[config.mk]
export PLATFORM = sky130hd
export DESIGN_NAME = pwr_dom_seq
export DESIGN_NICKNAME = d
export VERILOG_FILES = /design/src/rtl/pds_pkg.sv /design/src/rtl/pds_regs.sv /design/src/rtl/pds_timer.sv /design/src/rtl/pds_fsm.sv /design/src/rtl/pwr_dom_seq.sv
export SDC_FILE = /design/constraint.sdc
export NUM_CORES = 1
export LEC_CHECK = 0
export BUFFER_PORTS_ARGS = -buffer_cell sky130_fd_sc_hd__buf_4
export CAP_MARGIN = 20
export CORE_ASPECT_RATIO = 0.9
export CORE_UTILIZATION = 43
export CTS_CLUSTER_SIZE = 30
export DETAILED_ROUTE_END_ITERATION = 16
export PLACE_DENSITY = 0.82
export SETUP_SLACK_MARGIN = 0.02
export SLEW_MARGIN = 20
export SYNTH_ARGS = -nofsm -noshare
export SYNTH_HDL_FRONTEND = slang
export SYNTH_SLANG_ARGS = --single-unit
[constraint.sdc]
create_clock -name clk -period 3.3 [get_ports clk]
set_input_delay 0.165 -clock clk [delete_from_list [all_inputs] [get_ports clk]]
set_output_delay 0.165 -clock clk [all_outputs]
set_load 0.02 [all_outputs]
[src/rtl/pds_pkg.sv]
package pds_pkg;

    localparam int REG_W       = 32;
    localparam int COLLAPSE_B  = 0;
    localparam int DN_DONE_B   = 15;
    localparam int UP_DONE_B   = 16;
    localparam int PWR_ON_B    = 31;
    localparam int WORD_CTRL   = 0;
    localparam int WORD_STAT   = 1;

    typedef enum logic [2:0] {
        PS_OFF,
        PS_UP_SETTLE,
        PS_UP_ISO,
        PS_ON,
        PS_DN_RST,
        PS_DN_ISO
    } pds_state_e;

    // drive bundle towards the domain
    typedef struct packed {
        logic sw;
        logic iso;
        logic rst;
    } pds_drive_t;

    typedef struct packed {
        logic pwr_on;
        logic up_done;
        logic dn_done;
    } pds_status_t;

    // decoded control write
    typedef struct packed {
        logic wr;
        logic val;
    } pds_req_t;

    function automatic logic [REG_W-1:0] pack_status(input pds_status_t s);
        logic [REG_W-1:0] w;
        w            = '0;
        w[DN_DONE_B] = s.dn_done;
        w[UP_DONE_B] = s.up_done;
        w[PWR_ON_B]  = s.pwr_on;
        return w;
    endfunction

    function automatic logic [REG_W-1:0] pack_ctrl(input logic collapse);
        logic [REG_W-1:0] w;
        w             = '0;
        w[COLLAPSE_B] = collapse;
        return w;
    endfunction

    function automatic bit is_steady(input pds_state_e s);
        return (s == PS_OFF) || (s == PS_ON);
    endfunction

endpackage

[src/rtl/pds_regs.sv]
module pds_regs
    import pds_pkg::*;
#(
    parameter int ADDR_W = 4
) (
    input  logic              clk,
    input  logic              rst,
    input  logic              wr_en,
    input  logic [ADDR_W-1:0] addr,
    input  logic [REG_W-1:0]  wdata,
    input  pds_status_t       status,
    output logic              collapse,
    output pds_req_t          req,
    output logic [REG_W-1:0]  rdata
);
    localparam int WIDX_W = ADDR_W - 2;

    logic [WIDX_W-1:0] widx;
    logic              ctrl_hit;
    logic              unused_bits;

    assign widx        = addr[ADDR_W-1:2];
    assign ctrl_hit    = (widx == WIDX_W'(WORD_CTRL));
    assign unused_bits = ^{addr[1:0], wdata[REG_W-1:1]};

    assign req.wr  = wr_en && ctrl_hit;
    assign req.val = wdata[COLLAPSE_B];

    always_ff @(posedge clk) begin
        if (rst) begin
            collapse <= 1'b1;
        end else if (req.wr) begin
            collapse <= req.val;
        end
    end

    always_comb begin
        if (ctrl_hit) begin
            rdata = pack_ctrl(collapse);
        end else if (widx == WIDX_W'(WORD_STAT)) begin
            rdata = pack_status(status);
        end else begin
            rdata = '0;
        end
    end

    AST_CTRL_HOLD: assert property (@(posedge clk) disable iff (rst)
        !(wr_en && ctrl_hit) |=> $stable(collapse));

endmodule

[src/rtl/pds_timer.sv]
module pds_timer #(
    parameter int W = 4
) (
    input  logic         clk,
    input  logic         rst,
    input  logic         load,
    input  logic [W-1:0] load_val,
    output logic         zero
);
    logic [W-1:0] cnt;

    always_ff @(posedge clk) begin
        if (rst) begin
            cnt <= '0;
        end else if (load) begin
            cnt <= load_val;
        end else if (cnt != '0) begin
            cnt <= cnt - 1'b1;
        end
    end

    assign zero = (cnt == '0);

endmodule

[src/rtl/pds_fsm.sv]
module pds_fsm
    import pds_pkg::*;
#(
    parameter int SETTLE_CYC = 16,
    parameter int STEP_CYC   = 4,
    parameter int LIMIT_CYC  = 75000,
    parameter int TMR_W      = 5
) (
    input  logic             clk,
    input  logic             rst,
    input  logic             collapse,
    input  pds_req_t         req,
    input  logic             tmr_zero,
    output logic             tmr_load,
    output logic [TMR_W-1:0] tmr_val,
    output pds_drive_t       drv,
    output pds_status_t      status
);
    localparam int LIM_W = $clog2(LIMIT_CYC + 1);

    pds_state_e state;

    always_comb begin
        tmr_load = 1'b0;
        tmr_val  = TMR_W'(STEP_CYC - 1);
        unique case (state)
            PS_OFF: if (!collapse) begin
                tmr_load = 1'b1;
                tmr_val  = TMR_W'(SETTLE_CYC - 1);
            end
            PS_UP_SETTLE: tmr_load = tmr_zero;
            PS_ON:        tmr_load = collapse;
            PS_DN_RST:    tmr_load = tmr_zero;
            default:      tmr_load = 1'b0;
        endcase
    end

    always_ff @(posedge clk) begin
        if (rst) begin
            state          <= PS_OFF;
            drv            <= '{sw: 1'b0, iso: 1'b1, rst: 1'b1};
            status         <= '{pwr_on: 1'b0, up_done: 1'b0, dn_done: 1'b1};
        end else begin
            unique case (state)
                PS_OFF: if (!collapse) begin
                    state          <= PS_UP_SETTLE;
                    drv.sw         <= 1'b1;
                    status.dn_done <= 1'b0;
                end
                PS_UP_SETTLE: if (tmr_zero) begin
                    state          <= PS_UP_ISO;
                    drv.iso        <= 1'b0;
                    status.pwr_on  <= 1'b1;
                end
                PS_UP_ISO: if (tmr_zero) begin
                    state          <= PS_ON;
                    drv.rst        <= 1'b0;
                    status.up_done <= 1'b1;
                end
                PS_ON: if (collapse) begin
                    state          <= PS_DN_RST;
                    drv.rst        <= 1'b1;
                    status.up_done <= 1'b0;
                end
                PS_DN_RST: if (tmr_zero) begin
                    state          <= PS_DN_ISO;
                    drv.iso        <= 1'b1;
                end
                PS_DN_ISO: if (tmr_zero) begin
                    state          <= PS_OFF;
                    drv.sw         <= 1'b0;
                    status.pwr_on  <= 1'b0;
                    status.dn_done <= 1'b1;
                end
                default: state <= PS_OFF;
            endcase
            // a fresh request outranks a completion on the same edge
            if (req.wr && req.val)  status.up_done <= 1'b0;
            if (req.wr && !req.val) status.dn_done <= 1'b0;
        end
    end

    // cycles spent inside a transition, saturating
    logic [LIM_W-1:0] busy_cnt;
    always_ff @(posedge clk) begin
        if (rst || is_steady(state)) begin
            busy_cnt <= '0;
        end else if (busy_cnt != LIM_W'(LIMIT_CYC)) begin
            busy_cnt <= busy_cnt + 1'b1;
        end
    end

    AST_SEQ_BOUND: assert property (@(posedge clk) disable iff (rst)
        busy_cnt < LIM_W'(LIMIT_CYC));
    AST_ISO_WHEN_OPEN: assert property (@(posedge clk) disable iff (rst)
        !drv.sw |-> drv.iso);
    AST_RST_WHEN_ISO: assert property (@(posedge clk) disable iff (rst)
        drv.iso |-> drv.rst);
    AST_FLAGS_EXCL: assert property (@(posedge clk) disable iff (rst)
        !(status.up_done && status.dn_done));
    AST_PWR_NEEDS_SW: assert property (@(posedge clk) disable iff (rst)
        status.pwr_on |-> drv.sw);
    AST_UP_DONE_LIVE: assert property (@(posedge clk) disable iff (rst)
        $rose(status.up_done) |-> (!drv.rst && !drv.iso));
    AST_DN_DONE_DARK: assert property (@(posedge clk) disable iff (rst)
        $rose(status.dn_done) |-> (!drv.sw && !status.pwr_on));

endmodule

[src/rtl/pwr_dom_seq.sv]
module pwr_dom_seq
    import pds_pkg::*;
#(
    parameter int ADDR_W     = 4,
    parameter int CLK_MHZ    = 50,
    parameter int LIMIT_US   = 1500,
    parameter int SETTLE_CYC = 16,
    parameter int STEP_CYC   = 4
) (
    input  logic              clk,
    input  logic              rst,
    input  logic              wr_en,
    input  logic [ADDR_W-1:0] addr,
    input  logic [31:0]       wdata,
    output logic [31:0]       rdata,
    output logic              sw_en,
    output logic              iso_en,
    output logic              dom_rst
);
    localparam int LIMIT_CYC = LIMIT_US * CLK_MHZ;
    localparam int MAX_WAIT  = (SETTLE_CYC > STEP_CYC) ? SETTLE_CYC : STEP_CYC;
    localparam int TMR_W     = $clog2(MAX_WAIT + 1);

    logic             collapse;
    pds_req_t         req;
    pds_status_t      status;
    pds_drive_t       drv;
    logic             tmr_load;
    logic             tmr_zero;
    logic [TMR_W-1:0] tmr_val;

    pds_regs #(.ADDR_W(ADDR_W)) u_regs (
        .clk      (clk),
        .rst      (rst),
        .wr_en    (wr_en),
        .addr     (addr),
        .wdata    (wdata),
        .status   (status),
        .collapse (collapse),
        .req      (req),
        .rdata    (rdata)
    );

    pds_timer #(.W(TMR_W)) u_timer (
        .clk      (clk),
        .rst      (rst),
        .load     (tmr_load),
        .load_val (tmr_val),
        .zero     (tmr_zero)
    );

    pds_fsm #(
        .SETTLE_CYC (SETTLE_CYC),
        .STEP_CYC   (STEP_CYC),
        .LIMIT_CYC  (LIMIT_CYC),
        .TMR_W      (TMR_W)
    ) u_fsm (
        .clk      (clk),
        .rst      (rst),
        .collapse (collapse),
        .req      (req),
        .tmr_zero (tmr_zero),
        .tmr_load (tmr_load),
        .tmr_val  (tmr_val),
        .drv      (drv),
        .status   (status)
    );

    assign sw_en   = drv.sw;
    assign iso_en  = drv.iso;
    assign dom_rst = drv.rst;

endmodule

==> impl_metrics.tcl <==
set metrics [dict create \
    clock-sinks 15 \
    syn-mean-instance-area_um2 8.413 \
    p_switching_mw 0.2890 \
    routed_via_density 4.843 \
    critPathKind "reg2reg" \
    tns_ns 0 \
    die_h_um 48.54 \
    synth_flop_cell "dfxtp_1" \
    portBuffers 12 \
    cp-end-kind "flip-flop" \
    reg2reg_depth 6 \
    pre_cts_ws_ns 1.369 \
    synth_edf_count 0 \
    synth-seq-cells 15 \
    async_flop_share 0 \
    ant_nets 0 \
    irDropWorstVdd_v 0.0004138 \
    first_iter_violations 12 \
    critical-path-max-stage-delay_ns 0.65 \
    final.setup_skew_ns 0.002239 \
    synthTopCellsByArea "dfxtp_1 (29%), buf_4 (20%), a21oi_1 (5.8%)" \
    intPower_mw 0.4024 \
    finalMaxSlewViolations 0 \
    wirelength_um 1764 \
    ios 74 \
    setup_viol 0 \
    worst_slew_pin_slew_ns 0.5485 \
    netlist_top_cells_count "buf_4 (28), dfxtp_1 (15), a21oi_1 (12)" \
    crit_fanout 7 \
    leakagePower_nw 0.4669 \
    min_delay_path_depth 3 \
    wl_per_cell_um 11.09 \
    slew_headroom 0.6328 \
    cts_tree "built" \
    cp-endpoint "u_timer.cnt[4]$_SDFFE_PP0P_" \
    totalPowerFinal_mw 0.6914 \
    slowest_stage "or4b_1" \
    rows 16 \
    hold_class "in2reg" \
    regToRegSetupSlack_ns 1.37 \
    grt_first_pass_wirelength_um 3036 \
    grt_pass1_vias 702 \
    globalplace.congestion 0.7406 \
    min_period_over_period 0.5839 \
    insertedDiodeCount 0 \
    synthMuxAreaShare 0.009674 \
    synth_compound_gate_area_share 0.1765 \
    status "finished, final reports clean" \
    rr_startpoint "u_timer.cnt[0]$_SDFFE_PP0P_" \
    synth-xor-area-share 0.03386 \
    die_area_um2 2607 \
    synth_top_area_cell "dfxtp_1" \
    maxCapViolCount 0 \
    switching_share 0.4179 \
    yosysWarningCount 0 \
    path_cells "inv_1 > ha_1 > or4b_1 > nor2_2 > a211oi_1 > and4bb_1" \
    core_area_um2 2222 \
    syn_area_um2 1035 \
    worstPathArrival_ns 2.12 \
    p_seq_frac 0.381 \
    vias 770 \
    power_density_nw_per_um2 662.6 \
    hp-start "wdata[0]" \
    yosysMostFrequentCell "buf_4" \
    syn_inst 123 \
    grt-ovfl-total 0 \
    clock.fmax_mhz 518.9 \
    grt.total_usage 0.1564 \
    cp-start-kind "flip-flop" \
    setup.worst_path.start "u_timer.cnt[0]$_SDFFE_PP0P_" \
    hold_violations 0 \
    synth_top_area_share 0.2902 \
    htree_levels 1 \
    pwr-share-clk 0.154 \
    cts_inserted_buffers 3 \
    areaGrowthSynthToFinish_pct 0.8464 \
    synth_top_family_by_area "buffers and inverters" \
    start_util 0.4657 \
    cts.reportedPaths.clkPinSlew_ns 0.09 \
    die_width_um 53.71 \
    synth_cell_types 41 \
    drive_gt1_frac 0.1591 \
    setup_ws_ns 1.373 \
    cts_resized 0 \
    finalNetCount 173 \
    required_ns 3.49 \
    comb_power_share 0.466 \
    clk_latency_ns 0.29 \
    drc 0 \
    dpl.hpwl_um 1325 \
    synth-seq-area-share 0.2902 \
    postCtsSetupBuffers 0 \
    dr.pass1.iters 4 \
    rsz0062_at_grt "false" \
    fillerInstances 224 \
    synth_fa_ha_area_frac 0.01209 \
    r2r_end "u_timer.cnt[4]$_SDFFE_PP0P_" \
    min_period_ns 1.927 \
    cts-hold-fix-buffers 0 \
    antenna_found_initial 0 \
    cts_buffer_depth 2 \
    synthSimpleGateAreaFrac 0.2310 \
    cts-root-buf "clkbuf_4" \
    grt_max_degree 17 \
]
==> through the flow <==
step	util	cells	hold WS, ns	area [um2]
3_3_place_gp	0.4572	155	0.4268	1016
3_5_place_dp	0.4572	155	0.4299	1016
4_1_cts	0.4696	159	0.1235	1044
5_1_grt	0.4696	159	0.1421	1044
2_1_floorplan	-	150	0.2612	1136
6_report	0.4696	159	0.1330	1044
==> sequential cells by signal, summed over array words and instances (netlist names) <==
name / cells
u_timer.cnt: 5
u_fsm.drv: 3
u_fsm.state: 3
u_fsm.status: 3
u_regs.collapse: 1
==> worst max-delay path: cells and delay by family, from the launching register on <==
kind                       cells  cell delay, ns
AOI/OAI and AO/OA              1            0.13
adders and majority gates      1            0.24
buffers and inverters          1            0.09
and+or+nand+nor                3            1.06
DFF                            1            0.32
==> cell type report <==
| class | instances | area (um2) | share of cell area |
|---|---|---|---|
| multi-input combinational | 99 | 584.3 | 0.5600 |
| sequential | 15 | 300.3 | 0.2878 |
| timing repair buffer | 12 | 90.09 | 0.08633 |
| tap | 27 | 33.78 | 0.03237 |
| clock buffer | 3 | 22.52 | 0.02158 |
| inverter | 2 | 7.507 | 0.007194 |
| clock inverter | 1 | 5.005 | 0.004796 |
==> power by group through the flow <==
stage	Clock [mW]	Combinational, mW	Sequential, mW
2_1_floorplan	0	0.312	0.259
3_3_place_gp	0	0.308	0.265
3_5_place_dp	0	0.323	0.268
4_1_cts	0.111	0.325	0.264
5_1_grt	0.116	0.359	0.271
6_report	0.106	0.322	0.263
==> layout by cell type, fill, tap and decap left out, types with 2 or more instances in the layout <==
cell type / instances
nand2_1: 9
nand2b_1: 4
and2_1: 5
nor2b_1: 3
conb_1: 28
nor3_1: 3
nor2_1: 3
xnor2_1: 3
o21bai_1: 3
clkbuf_4: 3
a31oi_1: 2
inv_1: 2
buf_4: 12
dfxtp_1: 15
a21oi_1: 12
==> cell families (layout without fill, tap and decap cells) <==
| kind of cell | Yosys count | count (layout) |
|---|---|---|
| simple gates | 37 | 37 |
| buf+inv | 36 | 18 |
| compound gates | 28 | 28 |
| flops | 15 | 15 |
| xor+xnor | 4 | 4 |
| fa+ha+maj | 1 | 1 |
| other cells | 1 | 28 |
| mux | 1 | 1 |
==> worst min path at each step <==
stage	to	slack [ns]
finish	u_regs.collapse$_SDFFE_PP1N_	0.13
global placement	u_regs.collapse$_SDFFE_PP1N_	0.43
floorplan	u_regs.collapse$_SDFFE_PP1N_	0.26
CTS	u_regs.collapse$_SDFFE_PP1N_	0.12
global route	u_timer.cnt[0]$_SDFFE_PP0P_	0.14
detailed placement	u_regs.collapse$_SDFFE_PP1N_	0.43
==> metal layers <==
| layer | part of all wire | track usage | wire, um | up-vias |
|---|---|---|---|---|
| met3 | 0.059 | 0.05660 | 104 | 3 |
| met2 | 0.51 | 0.2551 | 902 | 26 |
| met4 | 0.0085 | 0.04825 | 15 | 0 |
| li1 | - | - | - | 380 |
| met5 | 0 | 0 | 0 | - |
| met1 | 0.42 | 0.1853 | 741 | 361 |
No activity file was read; power rests on OpenSTA's default activity.
